File: src/rtl/piso_pkg.sv
// Package: shared constants and the per-cycle register mode for the
// parallel-in serial-out shift register.
package piso_pkg;
    localparam int unsigned PISO_WIDTH = 8;
    localparam int unsigned PISO_SYNC  = 2;

    typedef enum logic [1:0] {
        MODE_HOLD  = 2'd0,
        MODE_SHIFT = 2'd1,
        MODE_LOAD  = 2'd2
    } piso_mode_e;
endpackage

File: src/rtl/piso_in_sync.sv
// Module: piso_in_sync
// Delays a bundle of N asynchronous inputs through STAGES flops so that
// all of them are sampled with identical latency.
// Assumes: STAGES >= 1; RST_VAL gives each bit's value during reset.
module piso_in_sync #(
    parameter int unsigned N       = 4,
    parameter int unsigned STAGES  = 2,
    parameter logic [N-1:0] RST_VAL = '0
) (
    input  logic         clk,
    input  logic         rst_n,
    input  logic [N-1:0] din,
    output logic [N-1:0] dout
);
    logic [N-1:0] pipe [STAGES];

    for (genvar g = 0; g < STAGES; g++) begin : g_stage
        if (g == 0) begin : g_first
            // first sampling flop of the chain
            always_ff @(posedge clk) begin
                if (!rst_n) pipe[0] <= RST_VAL;
                else        pipe[0] <= din;
            end
        end else begin : g_rest
            // later flops pass the sample along
            always_ff @(posedge clk) begin
                if (!rst_n) pipe[g] <= RST_VAL;
                else        pipe[g] <= pipe[g-1];
            end
        end
    end

    assign dout = pipe[STAGES-1];
endmodule

File: src/rtl/piso_gclk_edge.sv
// Module: piso_gclk_edge
// Forms the effective shift clock as sclk OR enable_n from sampled inputs
// and flags one system-clock cycle per rising edge of it.
// Assumes: inputs already sampled into the clk domain; reset value of the
// history flop is HIGH so a HIGH level at reset exit is not an edge.
module piso_gclk_edge (
    input  logic clk,
    input  logic rst_n,
    input  logic sclk_s,
    input  logic en_n_s,
    output logic rise
);
    logic gclk_now;
    logic gclk_prev;

    assign gclk_now = sclk_s | en_n_s;

    // remember the effective clock level of the previous cycle
    always_ff @(posedge clk) begin
        if (!rst_n) gclk_prev <= 1'b1;
        else        gclk_prev <= gclk_now;
    end

    assign rise = gclk_now & ~gclk_prev;
endmodule

File: src/rtl/piso_stage_chain.sv
// Module: piso_stage_chain
// W register stages with per-stage load, shift and hold behaviour.
// Assumes: mode is decoded by the parent with load already prioritised.
module piso_stage_chain
    import piso_pkg::*;
#(
    parameter int unsigned W = PISO_WIDTH
) (
    input  logic         clk,
    input  logic         rst_n,
    input  piso_mode_e   mode,
    input  logic [W-1:0] par_d,
    input  logic         ser_d,
    output logic [W-1:0] q
);
    for (genvar i = 0; i < W; i++) begin : g_bit
        logic shift_src;

        if (i == 0) begin : g_head
            assign shift_src = ser_d;
        end else begin : g_body
            assign shift_src = q[i-1];
        end

        // update one stage according to the decoded mode
        always_ff @(posedge clk) begin
            if (!rst_n) begin
                q[i] <= 1'b0;
            end else begin
                unique case (mode)
                    MODE_LOAD:  q[i] <= par_d[i];
                    MODE_SHIFT: q[i] <= shift_src;
                    default:    q[i] <= q[i];
                endcase
            end
        end
    end
endmodule

File: src/rtl/piso_shift_reg.sv
// Module: piso_shift_reg (top)
// Parallel-in serial-out shift register. Load is level-sensitive and
// overrides shifting; shifts occur on rising edges of sclk | sclk_en_n.
// Assumes: clk is much faster than sclk / sclk_en_n; every input level is
// held for at least SYNC_STAGES+1 clk cycles.
module piso_shift_reg
    import piso_pkg::*;
#(
    parameter int unsigned W           = PISO_WIDTH,
    parameter int unsigned SYNC_STAGES = PISO_SYNC
) (
    input  logic         clk,
    input  logic         rst_n,
    input  logic         pload_n,
    input  logic         sclk,
    input  logic         sclk_en_n,
    input  logic         ser_in,
    input  logic [W-1:0] par_in,
    output logic         q_last,
    output logic         q_last_n
);
    localparam int unsigned NSYNC = 4;
    // bit order of the sampled bundle: {pload_n, ser_in, sclk_en_n, sclk}
    localparam logic [NSYNC-1:0] SYNC_RST = 4'b0011;

    logic [NSYNC-1:0] raw_bus;
    logic [NSYNC-1:0] smp_bus;
    logic             sclk_s;
    logic             en_n_s;
    logic             ser_s;
    logic             pload_s;
    logic             rise;
    logic             shift_fire;
    piso_mode_e       mode;
    logic [W-1:0]     stage_q;

    assign raw_bus = {pload_n, ser_in, sclk_en_n, sclk};

    piso_in_sync #(
        .N       (NSYNC),
        .STAGES  (SYNC_STAGES),
        .RST_VAL (SYNC_RST)
    ) u_sync (
        .clk   (clk),
        .rst_n (rst_n),
        .din   (raw_bus),
        .dout  (smp_bus)
    );

    assign sclk_s  = smp_bus[0];
    assign en_n_s  = smp_bus[1];
    assign ser_s   = smp_bus[2];
    assign pload_s = smp_bus[3];

    piso_gclk_edge u_edge (
        .clk    (clk),
        .rst_n  (rst_n),
        .sclk_s (sclk_s),
        .en_n_s (en_n_s),
        .rise   (rise)
    );

    // a sampled edge counts only if load was released both then and now
    assign shift_fire = rise & pload_s & pload_n;

    // decode the register mode, load first
    always_comb begin
        if (!pload_n)        mode = MODE_LOAD;
        else if (shift_fire) mode = MODE_SHIFT;
        else                 mode = MODE_HOLD;
    end

    piso_stage_chain #(
        .W (W)
    ) u_chain (
        .clk   (clk),
        .rst_n (rst_n),
        .mode  (mode),
        .par_d (par_in),
        .ser_d (ser_s),
        .q     (stage_q)
    );

    // during a load the bus top bit is passed straight through
    assign q_last   = pload_n ? stage_q[W-1] : par_in[W-1];
    assign q_last_n = ~q_last;
endmodule

File: config.mk
export PLATFORM = sky130hd
export DESIGN_NAME = piso_shift_reg
export DESIGN_NICKNAME = d
export VERILOG_FILES = /design/src/rtl/piso_pkg.sv /design/src/rtl/piso_in_sync.sv /design/src/rtl/piso_gclk_edge.sv /design/src/rtl/piso_stage_chain.sv /design/src/rtl/piso_shift_reg.sv
export SDC_FILE = /design/constraint.sdc
export NUM_CORES = 1
export LEC_CHECK = 0
export BUFFER_PORTS_ARGS = -buffer_cell sky130_fd_sc_hd__clkbuf_2
export CAP_MARGIN = 5
export CORE_AREA = 3 3 48 50
export CTS_BUF_LIST = sky130_fd_sc_hd__clkbuf_16
export DETAILED_ROUTE_END_ITERATION = 6
export DIE_AREA = 0 0 51 53
export PLACE_DENSITY_LB_ADDON = 0.05
export SYNTH_ARGS = -nofsm -noshare
export SYNTH_HDL_FRONTEND = slang
export SYNTH_SLANG_ARGS = --single-unit
export TNS_END_PERCENT = 50
File: constraint.sdc
create_clock -name clk -period 1 [get_ports clk]
set_input_delay 0.1 -clock clk [delete_from_list [all_inputs] [get_ports clk]]
set_output_delay 0.1 -clock clk [all_outputs]
set_load 0.02 [all_outputs]
[After elaboration in Yosys (flattened, before gate mapping)]
Memories as Yosys holds them, arrays and structs flattened.
Cells that the tools add are included.
Storage, ports and cells
  bits in registers: 9
  RAM bits: 8
  output and inout bits: 2
  bits in latches: 0
  memories kept: 1
  memory bits (read-only): 0
Cells by class
  magnitude comparators: 0
  muxes and demuxes: 15
  $add $sub $neg: 0
  equal/unequal tests: 2
  multiply operators: 0
  divide/modulo/power cells: 0
  reduce and logical (&&, ||, !) cells: 1
  bitwise gates (word level): 8
  shift operators: 0
Memory list
  u_sync.pipe: depth 2, width 4, read ports 2, clocked after Yosys merged registers in 0, write ports 2, line piso_in_sync.sv:15  | logic [N-1:0] pipe [STAGES];
Operators with widths (number)
  1-bit one-hot mux with 2 select lines: 8
  4-bit two-way mux: 2
  1-bit two-way mux: 4
  1-bit bitwise AND: 3
  1-bit OR: 3
  2-bit by 1-bit equality test with 1-bit output (second input constant): 1
  2-bit equality test (second input constant): 1
  2-bit two-way mux: 1
  1-bit inverter: 2
  2-bit nonzero test: 1

[Logic depth before layout (Yosys ltp)]
Gate-level depths: netlist of run 1.
An unclocked memory read counts as a cell.
  word-level depth: 9
  depth in mapped cells: 4
  gate-level depth less buffers: 3

[Cells and area by module]
From an unflattened synthesis of run 1, not the netlist that was laid out.
Unflattened totals
  cells, all modules: 67
  area total of the unflattened synthesis: 794.5 µm²
By module, submodules not included
  piso_stage_chain: area each 509.2 µm², cells each 44, instances 1
  piso_in_sync: area each 210.2 µm², cells each 16, instances 1
  piso_gclk_edge: area each 38.8 µm², cells each 3, instances 1
  piso_shift_reg: area each 36.3 µm², cells each 4, instances 1

[Worst setup path after synthesis of run 1]
OpenSTA, ideal clock, no wires.
  path type: register to output
  from: register u_chain.q[7]
  to: output q_last
  arrival: 0.916 ns
  required time: 0.900 ns
  setup slack: -0.016 ns
  cell stages (with the launch flop): 3
  buffers on the path: 0
  path through: dfxtp_1 mux2i_1 inv_1
On the way
  cells in the longest elaborated chain, start to end: 1
Ends and longest elaborated chain
  start, declared: line piso_stage_chain.sv:14  | output logic [W-1:0] q
  start signal, assigned by index: line piso_stage_chain.sv:31  | MODE_LOAD: q[i] <= par_d[i];
  start signal, assigned by index: line piso_stage_chain.sv:32  | MODE_SHIFT: q[i] <= shift_src;
  start signal, assigned by index: line piso_stage_chain.sv:33  | default: q[i] <= q[i];
  1-bit two-way mux: line piso_shift_reg.sv:85  | assign q_last = pload_n ? stage_q[W-1] : par_in[W-1];
  end, declared: line piso_shift_reg.sv:19  | output logic q_last,
No other way between the ends.

[Worst setup path in the final report of run 1]
Same ends and word-level chain as after synthesis.

==> Flow_metrics.wiki, run 1 <==
{| class="wikitable"
! Metric !! Value
|-
| Multiplexer share of the synthesized area || 1.53%
|-
| Clock insertion delay at the later pin of the skew report || between 200 and 300 ps
|-
| Cell Count Post-Placement || 110
|-
| Gate power share || 7.3%
|-
| Crit path max fanout || 2
|-
| Top cells by area in the synthesized netlist || dfxtp_1, o21ai_0, a31oi_1
|-
| Met1 Wirelength || 570 microns
|-
| Cts bufs inserted || 3
|-
| Cell internal power dissipation || 1.31 mW
|-
| X dimension of the die || about 51 microns
|-
| Unrepaired setup endpoints after global routing || yes
|-
| Share of final-layout standard cells stronger than drive strength 1 || between 30% and 40%
|-
| Ant diodes || 0
|-
| Fraction of synthesized cell area in xor and xnor cells || 0%
|-
| Leading cell type by number of instances after synthesis || dfxtp_1
|-
| Cell count after synthesis || between 60 and 70
|-
| Final setup violation count || 1
|-
| Multi-input logic area || approximately 280 sq um
|-
| Number of enable flip-flop cells after synthesis || 0
|-
| CTS sink count || 17
|-
| Met3 Wirelength || around 130 microns
|-
| Vias per Instance || a little under 5
|-
| Setup crit start kind || flip-flop
|-
| Crit path required time || ~900 ps
|-
| Utilization of the core after routing || 44.1%
|-
| Fraction of power consumed by sequential logic || between 40% and 50%
|-
| Sum Neg Setup Slack || -9.15 ps
|-
| Arithmetic-cell share of the synthesized area counting full adders, half adders and majority gates || 0%
|-
| Register clock-pin slew on the reported worst setup and hold paths || ~50 ps
|-
| Die height || 53 microns
|-
| H-tree depth reported by CTS || 1
|-
| TritonCTS clock tree || done
|-
| Number of distinct library cells after synthesis || 15
|-
| DRC viols || 0
|-
| Stages on the worst setup path || 3
|-
| Leakage power summed over all cells || between 0.3 and 0.4 nW
|-
| Routed wirelength normalized by instance count || roughly 12 microns
|-
| Routed Wire Length || roughly 1300 microns
|-
| Post-route antenna net violation count || 0
|-
| Top achievable clock speed || a little under 1000 MHz
|-
| Area growth, synth to finish || 31.2%
|-
| Uppermost signal routing layer after detailed routing || met4
|-
| Cell area after synthesis || 653 sq um
|-
| Clock share of power || between 40% and 50%
|-
| Vias || between 500 and 600
|-
| Proportion of synthesized chip area in sequential cells || 52.1%
|-
| Maximum number of pins on one net before global-route repair || 18
|-
| Violated checks || setup timing
|-
| Overflow left after global routing || 0
|-
| Placer Congestion || between 0.6 and 0.7
|-
| Filler cells || 209
|-
| Cells traversed along the worst timing path || mux2i_2 -> inv_1 -> buf_6
|-
| CP max stage delay || around 320 ps
|-
| CTS Root Buffer Type || clkbuf_16
|-
| Slew at the pin with the worst max-slew slack || approximately 280 ps
|-
| Hold buffer count at cts || 0
|-
| Number of global-route vias before repair || roughly 500
|-
| Starting density of the core || between 30% and 40%
|-
| Number of failing hold endpoints at the final stage || 0
|-
| Arr. time, crit path || 910 ps
|-
| Simple logic cell fraction of the synthesized area || between 10% and 20%
|-
| Combinational family with the most area after synthesis || compound AO/OA/AOI/OAI gates
|-
| Worst setup EP type || primary output
|-
| Fraction of power spent switching nets || 19.8%
|-
| Number of primary I/O pins || 16
|-
| Worst setup path startpoint || u_chain.q[7]$_SDFFE_PN0P_
|-
| Setup slack after layout || -9.15 ps
|-
| Detailed route wirelength on metal2 || 607 microns
|-
| Pwr/cell area || between 1500 and 2000 mW/mm^2
|-
| Number of max-slew violations in the final report || 0
|-
| Wire length of the first global-routing pass || 2170 microns
|-
| Die ar. || 0.00270 sq mm
|-
| Total setup buffers inserted after CTS || 0
|-
| Worst hold path cell count || 2
|-
| Cell Count, Final, Fillers Out || roughly 110
|-
| Final clock skew || a little under 4 ps
|-
| Result of the run || finished, violations left
|-
| Crit path buf inv count || 2
|-
| Compound-gate portion of the synthesized area || between 10% and 20%
|-
| Placeable core region || about 0.0019 sq mm
|-
| Hold_sp || sclk
|-
| Mean instance size in the synthesized netlist || approximately 9.5 sq um
|-
| # Max-Cap Violations || 0
|-
| Drt first-iter violations || 7
|-
| Post-synth net total || 83
|-
| Number of optimization iterations in the first detailed-route pass || 4
|-
| Crit share post-route || 101%
|-
| Hold WC Path Type || in2reg
|-
| YS warnings || 0
|-
| Async set-reset flop share out of synthesis || 0%
|-
| CTS Buffer Depth || 2
|-
| Kind of cell with the highest combined delay on the critical path || flip-flops
|-
| Sw Pwr || between 0.3 and 0.4 mW
|-
| Total number of nets in the final design || 102
|-
| Worst-case reg-to-reg path depth || 4
|-
| RR Startpoint || u_sync.pipe[1][3]$_SDFF_PN0_
|-
| Worst path slowest cell || dfxtp_2
|-
| Dpl hpwl || a little over 900 microns
|-
| Initial antenna violation count || 0
|-
| Top_reg_cell synth || dfxtp_1
|-
| Proportion of netlist area held by the largest area contributor || between 50% and 60%
|-
| Worst relative slew slack || approximately four fifths
|-
| VDD IR max || 1.35 mV
|-
| Cell type contributing the most total cell area after synthesis || dfxtp_1
|-
| Count of state elements after synthesis || 17
|-
| Final worst path period need || roughly 1000 ps
|-
| Synth top cells by count || dfxtp_1, o21ai_0, a31oi_1, nand3_1, and2_1
|-
| Number of placement rows || 16
|-
| Aggregate global-route resource usage || between 10% and 20%
|-
| Buffers on Ports || 15
|-
| Sequential cell area || 343 sq um
|-
| WS Path Type || reg2out
|}
==> area by class of cell <==
type | count | share of cell area, %
Sequential cell | 17 | 40.0
Multi-Input combinational cell | 46 | 33.0
Inverter | 1 | 0.438
Clock inverter | 1 | 0.438
Timing Repair Buffer | 19 | 13.4
Clock buffer | 3 | 8.76
Tap cell | 27 | 3.94
==> placed cells by master, fill, tap and decap left out, drive strengths merged <==
cell	instances
dfxtp	17
o21ai	16
clkbuf	16
nand3	8
a31oi	8
buf	6
and2	4
nand2b	3
inv	2
or2b	2
mux2i	1
nor2	1
or2	1
nor2b	1
nand2	1
==> timing repair <==
item | 4_1_cts | 5_1_grt
gates resized for setup | 1 | 13
setup endpoints to repair | 3 | 10
pin swaps | 0 | 1
==> sequential cells by signal (all words and copies together) (netlist names) <==
signal,cells
u_chain.q,1
u_edge.gclk_prev,1
u_chain.g_bit.shift_src,7
u_sync.pipe,8
==> routing by layer <==
layer  GRT usage (%)  vias up
li1                -      278
met1            12.7      249
met2            18.7       21
met3            5.35        2
met4            5.38        0
met5               0        -
==> cell families after synthesis <==
kind of cell,Yosys count
AOI/OAI and AO/OA,24
and+or+nand+nor,21
DFF,17
buffers and inverters,6
muxes,1
==> power groups by stage <==
stage,Sequential (mW),Combinational (mW),Clock (mW)
floorplan,0.741,0.0740,0
global placement,0.747,0.112,0
detailed placement,0.745,0.114,0
CTS,0.732,0.115,0.803
global route,0.738,0.134,0.833
finish,0.735,0.119,0.777
==> stage by stage <==
step | instance area (sq um) | setup slack [ps] | power, mW | hold slack (ps)
global route | 857 | -54.7 | 1.70 | 36.8
finish | 857 | -9.15 | 1.63 | 31.5
CTS | 830 | -33.3 | 1.65 | 27.1
floorplan | 657 | 92.6 | 0.815 | 173
global placement | 751 | 20.2 | 0.858 | 279
detailed placement | 751 | 8.68 | 0.859 | 281
==> path summary, 6_finish.rpt <==
check	endpoint	slack (ps)
worst max-delay path	q_last	-9
worst min-delay path	u_sync.pipe[0][0]$_SDFF_PN1_	30
worst max register to register	u_chain.q[7]$_SDFFE_PN0P_	60
worst min register to register	u_sync.pipe[1][0]$_SDFF_PN1_	400
(Power assumes the default switching activity.)
==> run 2: changes to the inputs <==
SETUP_SLACK_MARGIN = 0.2   (was not set)
==> Flow_metrics.wiki, run 2 (synthesis gave the netlist of run 1 again) <==
{| class="wikitable"
! Metric !! Value
|-
| Result of the run || complete, no violations (was finished, violations left)
|-
| Routed wirelength normalized by instance count || 11.6 microns (about the same)
|-
| Number of placement rows || 16 (unchanged)
|-
| Starting density of the core || 33.6% (unchanged)
|-
| Wire length of the first global-routing pass || 2340 microns (was 2170 microns)
|-
| CTS Root Buffer Type || clkbuf_16 (unchanged)
|-
| Worst R2R End || u_chain.g_bit[1].shift_src$_SDFFE_PN0P_ (was u_chain.q[7]$_SDFFE_PN0P_)
|-
| Initial antenna violation count || 0 (unchanged)
|-
| Maximum number of pins on one net before global-route repair || 18 (unchanged)
|-
| Slew at the pin with the worst max-slew slack || 293 ps (was 278 ps)
|-
| X dimension of the die || 51 microns (unchanged)
|-
| Clock insertion delay at the later pin of the skew report || 240 ps (was 250 ps)
|-
| Pwr/cell area || 1740 mW/mm^2 (was 1900 mW/mm^2)
|-
| Hold_sp || sclk_en_n (was sclk)
|-
| Final worst path period need || 1000 ps (was 1010 ps)
|-
| Number of primary I/O pins || 16 (unchanged)
|-
| Worst hold path cell count || 2 (unchanged)
|-
| Final clock skew || 2.38 ps (was 3.98 ps)
|-
| Reg2Reg Setup Slack || 90 ps (was 60 ps)
|-
| Number of optimization iterations in the first detailed-route pass || 4 (unchanged)
|-
| Worst relative slew slack || 80.5% (was 81.4%)
|-
| Worst-case reg-to-reg path depth || 3 (was 4)
|-
| Crit path required time || 900 ps (about the same)
|-
| Total number of nets in the final design || 104 (was 102)
|-
| Design Power || 1.65 mW (was 1.63 mW)
|-
| Crit path max fanout || 2 (unchanged)
|-
| RR Startpoint || u_sync.pipe[1][0]$_SDFF_PN1_ (was u_sync.pipe[1][3]$_SDFF_PN0_)
|-
| Buffers on Ports || 15 (unchanged)
|-
| Die ar. || 0.00270 sq mm (unchanged)
|-
| Layer with the highest usage || met2 (unchanged)
|-
| WS Path Type || reg2out (unchanged)
|-
| Top achievable clock speed || 1000 MHz (was 991 MHz)
|-
| Worst setup path startpoint || u_chain.q[7]$_SDFFE_PN0P_ (unchanged)
|-
| # Max-Cap Violations || 0 (unchanged)
|-
| CTS sink count || 17 (unchanged)
|-
| Vias || 561 (was 550)
|-
| Leakage power summed over all cells || 0.361 nW (was 0.346 nW)
|-
| Die height || 53 microns (unchanged)
|-
| Cts bufs inserted || 3 (unchanged)
|-
| Arr. time, crit path || 900 ps (was 910 ps)
|-
| Placer Congestion || 0.689 (was 0.674)
|-
| Worst setup EP type || primary output (unchanged)
|-
| Sequential cell area || 347 sq um (was 343 sq um)
|-
| Area growth, synth to finish || 45.2% (was 31.2%)
|-
| Number of max-slew violations in the final report || 0 (unchanged)
|-
| Number of global-route vias before repair || 567 (was 497)
|-
| Vias per Instance || 4.84 (was 4.82)
|-
| Final setup violation count || 0 (was 1)
|-
| Hold buffer count at cts || 0 (unchanged)
|-
| Leading cell type in the layout, fill and taps excluded || clkbuf_2 (was dfxtp_1)
|-
| Worst hold slack after final layout || 33.2 ps (was 31.5 ps)
|-
| Routed Wire Length || 1350 microns (was 1320 microns)
|-
| Multi-input logic area || 337 sq um (was 283 sq um)
|-
| Register clock-pin slew on the reported worst setup and hold paths || 50 ps (about the same)
|-
| Crit share post-route || 100% (was 101%)
|-
| Met3 demand-to-capacity share in global routing || 2.82% (was 5.35%)
|-
| Filler cells || 198 (was 209)
|-
| VDD IR max || 1.01 mV (was 1.35 mV)
|-
| TritonCTS clock tree || done (unchanged)
|-
| Share of final-layout standard cells stronger than drive strength 1 || 47.2% (was 33.3%)
|-
| Unrepaired setup endpoints after global routing || yes (unchanged)
|-
| Setup crit start kind || flip-flop (unchanged)
|-
| Number of failing hold endpoints at the final stage || 0 (unchanged)
|-
| Hold WC Path Type || in2reg (unchanged)
|-
| Max reg flops || 8 (unchanged)
|-
| Post-route antenna net violation count || 0 (unchanged)
|-
| Met2 track demand over resource in global routing || 21.0% (was 18.7%)
|-
| H-tree depth reported by CTS || 1 (unchanged)
|-
| Hold worst-path end || u_sync.pipe[0][1]$_SDFF_PN1_ (was u_sync.pipe[0][0]$_SDFF_PN1_)
|-
| Overflow left after global routing || 0 (unchanged)
|-
| Placeable core region || 0.00194 sq mm (unchanged)
|-
| DRC viols || 0 (unchanged)
|-
| Largest register by flop count || u_sync.pipe (unchanged)
|-
| Ant diodes || 0 (unchanged)
|-
| Dpl hpwl || 944 microns (was 917 microns)
|-
| Top library cells by usage in the layout, fill and taps aside || clkbuf_2, dfxtp_1, o21ai_0 (was dfxtp_1, o21ai_0, clkbuf_2)
|-
| Met1 Use GR || 12.3% (was 12.7%)
|-
| Drt first-iter violations || 14 (was 7)
|-
| CTS Buffer Depth || 2 (unchanged)
|-
| Aggregate global-route resource usage || 11.7% (was 11.5%)
|}
==> run 2: report_power, final <==
group	internal (mW)	switching (mW)	total, mW
sequential	0.719	0.0221	0.741
combinational	0.0708	0.0616	0.132
clock	0.530	0.245	0.775
==> run 2: repair_timing <==
item                                    CTS  global route
buffers inserted                          1             0
resized for setup                        12             8
pin swaps                                11            15
endpoints found under the setup margin   10            10
==> run 2: final cells by class <==
cell class | count | share of cell area (%)
timing repair buffer | 21 | 15.7
inverter | 1 | 0.396
clock buffer | 3 | 7.92
tap | 27 | 3.56
clock inverter | 1 | 0.396
multi-input combinational | 46 | 35.5
sequential | 17 | 36.5
==> run 2: worst max-delay path: stages (launching register included) <==
cell and delay [ps]:
dfxtp_2 330, mux2i_4 140, inv_1 70, buf_6 130
==> run 2: how the worst max path moves through the flow <==
stage	cells after the start	end	slack [ps]
3_3_place_gp	3	u_chain.g_bit[2].shift_src$_SDFFE_PN0P_	10
6_report	3	q_last	0.05
3_5_place_dp	3	u_chain.g_bit[6].shift_src$_SDFFE_PN0P_	-20
5_1_grt	3	q_last	-40
4_1_cts	3	q_last	-20
2_1_floorplan	4	u_chain.g_bit[1].shift_src$_SDFFE_PN0P_	110
==> run 2: metrics by stage <==
step	instances	area (sq um)	util [%]	setup TNS, ps	worst slack, ps
floorplan	69	707	-	0	110
global placement	111	821	42.3	0	12.1
detailed placement	111	821	42.3	-34.0	-18.0
CTS	116	936	48.2	-21.1	-17.4
global route	116	948	48.8	-58.8	-35.9
finish	116	948	48.8	0	0.0545
==> run 2: per-layer routing <==
layer	vias up	routed length [microns]
li1	283	-
met1	260	601
met2	16	656
met3	2	80
met4	0	8
met5	-	0
==> run 3: changes to the inputs <==
CAP_MARGIN = not set   (was 5)
PLACE_DENSITY_LB_ADDON = not set   (was 0.05)
==> Flow_metrics.wiki, run 3 (synthesis gave the netlist of run 1 again) <==
{| class="wikitable"
! Metric !! Value
|-
| Result of the run || complete, no violations (unchanged)
|-
| Dpl hpwl || 842 microns (was 944 microns)
|-
| Final worst path period need || 998 ps (was 1000 ps)
|-
| Post-route antenna net violation count || 0 (unchanged)
|-
| Total number of nets in the final design || 102 (was 104)
|-
| Die ar. || 0.00270 sq mm (unchanged)
|-
| X dimension of the die || 51 microns (unchanged)
|-
| Top library cells by usage in the layout, fill and taps aside || o21ai_0, clkbuf_2, dfxtp_1 (was clkbuf_2, dfxtp_1, o21ai_0)
|-
| Ant diodes || 0 (unchanged)
|-
| Routed Wire Length || 1350 microns (unchanged)
|-
| Initial antenna violation count || 0 (unchanged)
|-
| Worst setup EP type || primary output (unchanged)
|-
| Number of placement rows || 16 (unchanged)
|-
| Drt first-iter violations || 8 (was 14)
|-
| Number of primary I/O pins || 16 (unchanged)
|-
| CTS sink count || 17 (unchanged)
|-
| CTS Root Buffer Type || clkbuf_16 (unchanged)
|-
| Pre-CTS worst setup slack || 6.74 ps (was -18.0 ps)
|-
| # Max-Cap Violations || 0 (unchanged)
|-
| Worst setup path startpoint || u_chain.q[7]$_SDFFE_PN0P_ (unchanged)
|-
| Starting density of the core || 33.6% (unchanged)
|-
| Filler cells || 189 (was 198)
|-
| Register clock-pin slew on the reported worst setup and hold paths || 50 ps (about the same)
|-
| Unrepaired setup endpoints after global routing || yes (unchanged)
|-
| Aggregate global-route resource usage || 11.7% (about the same)
|-
| Hold_sp || sclk (was sclk_en_n)
|-
| Largest register by flop count || u_sync.pipe (unchanged)
|-
| Hold WC Path Type || in2reg (unchanged)
|-
| Max reg flops || 8 (unchanged)
|-
| Wire length of the first global-routing pass || 2250 microns (was 2340 microns)
|-
| Setup crit start kind || flip-flop (unchanged)
|-
| WS Path Type || reg2out (unchanged)
|-
| Final setup violation count || 0 (unchanged)
|-
| Top achievable clock speed || 1000 MHz (about the same)
|-
| Crit path required time || 900 ps (about the same)
|-
| VDD IR max || 0.868 mV (was 1.01 mV)
|-
| Slew at the pin with the worst max-slew slack || 269 ps (was 293 ps)
|-
| Design Power || 1.66 mW (was 1.65 mW)
|-
| Clock insertion delay at the later pin of the skew report || 250 ps (was 240 ps)
|-
| Crit path max fanout || 2 (unchanged)
|-
| Cts bufs inserted || 3 (unchanged)
|-
| Arr. time, crit path || 900 ps (about the same)
|-
| Placed inst area || 798 sq um (was 821 sq um)
|-
| Crit share post-route || 99.8% (was 100%)
|-
| Final clock skew || 0.685 ps (was 2.38 ps)
|-
| Vias || 562 (was 561)
|-
| DRC viols || 0 (unchanged)
|-
| Number of optimization iterations in the first detailed-route pass || 4 (unchanged)
|-
| RR Startpoint || u_sync.pipe[1][1]$_SDFF_PN1_ (was u_sync.pipe[1][0]$_SDFF_PN1_)
|-
| Sum Neg Setup Slack || 0 ps (unchanged)
|-
| Buffers on Ports || 15 (unchanged)
|-
| Area growth, synth to finish || 42.3% (was 45.2%)
|-
| Overflow left after global routing || 0 (unchanged)
|-
| TritonCTS clock tree || done (unchanged)
|-
| Maximum number of pins on one net before global-route repair || 18 (unchanged)
|-
| Pwr/cell area || 1790 mW/mm^2 (was 1740 mW/mm^2)
|-
| Worst relative slew slack || 82.1% (was 80.5%)
|-
| Routed wirelength normalized by instance count || 11.8 microns (was 11.6 microns)
|-
| CTS Buffer Depth || 2 (unchanged)
|-
| H-tree depth reported by CTS || 1 (unchanged)
|-
| Utilization of the core after routing || 47.9% (was 48.8%)
|-
| Die height || 53 microns (unchanged)
|-
| Leakage power summed over all cells || 0.348 nW (was 0.361 nW)
|-
| Vias per Instance || 4.93 (was 4.84)
|-
| Number of failing hold endpoints at the final stage || 0 (unchanged)
|-
| Number of global-route vias before repair || 519 (was 567)
|-
| Hold buffer count at cts || 0 (unchanged)
|-
| Setup slack after layout || 2.07 ps (was 0.0545 ps)
|-
| Placeable core region || 0.00194 sq mm (unchanged)
|-
| Share of final-layout standard cells stronger than drive strength 1 || 48.3% (was 47.2%)
|-
| Number of max-slew violations in the final report || 0 (unchanged)
|-
| Finished layout cell area || 930 sq um (was 948 sq um)
|-
| Placer Congestion || 0.761 (was 0.689)
|}
-- run 3: through the flow --
step | instances | hold slack, ps
floorplan | 69 | 173
global placement | 108 | 280
detailed placement | 108 | 283
CTS | 113 | 26.3
global route | 114 | 41.7
finish | 114 | 29.0
-- run 3: timing repair --
action,CTS,global route
endpoints found under the setup margin,10,10
endpoints found under the hold margin,0,0
gates resized for setup,8,10
pin swaps,12,7
setup buffers,1,1
-- run 3: worst paths after layout --
| check | slack [ps] | endpoint | cells past startpoint |
|---|---|---|---|
| setup / recovery | 2 | q_last | 3 |
| hold / removal | 30 | u_sync.pipe[0][0]$_SDFF_PN1_ | 2 |
| setup reg to reg | 90 | u_chain.g_bit[4].shift_src$_SDFFE_PN0P_ | 3 |
| hold reg to reg | 400 | u_sync.pipe[1][0]$_SDFF_PN1_ | 1 |
-- run 3: area by class of cell --
class | instances | area (sq um) | share of cell area, %
Sequential cell | 17 | 345 | 37.1
Multi-Input combinational cell | 46 | 340 | 36.6
Timing Repair Buffer | 19 | 126 | 13.6
Clock buffer | 3 | 75.1 | 8.08
Tap cell | 27 | 33.8 | 3.63
Clock inverter | 1 | 5.00 | 0.538
Inverter | 1 | 3.75 | 0.404
-- run 3: where the power goes --
part	switching (mW)	internal, mW
clock	0.255	0.535
sequential	0.0218	0.719
combinational	0.0620	0.0681
total	0.339	1.32
-- run 3: routing by layer --
layer	routed length (microns)	global-route usage, %	vias up
met4	42	9.42	0
met2	564	17.0	16
met1	646	14.5	260
met3	92	3.10	6
met5	0	0	-
li1	-	-	280
-- run 3: worst max-delay path, stage by stage (launching register included) --
cell	delay (ps)
dfxtp_2	330
mux2i_4	150
inv_2	50
buf_6	120
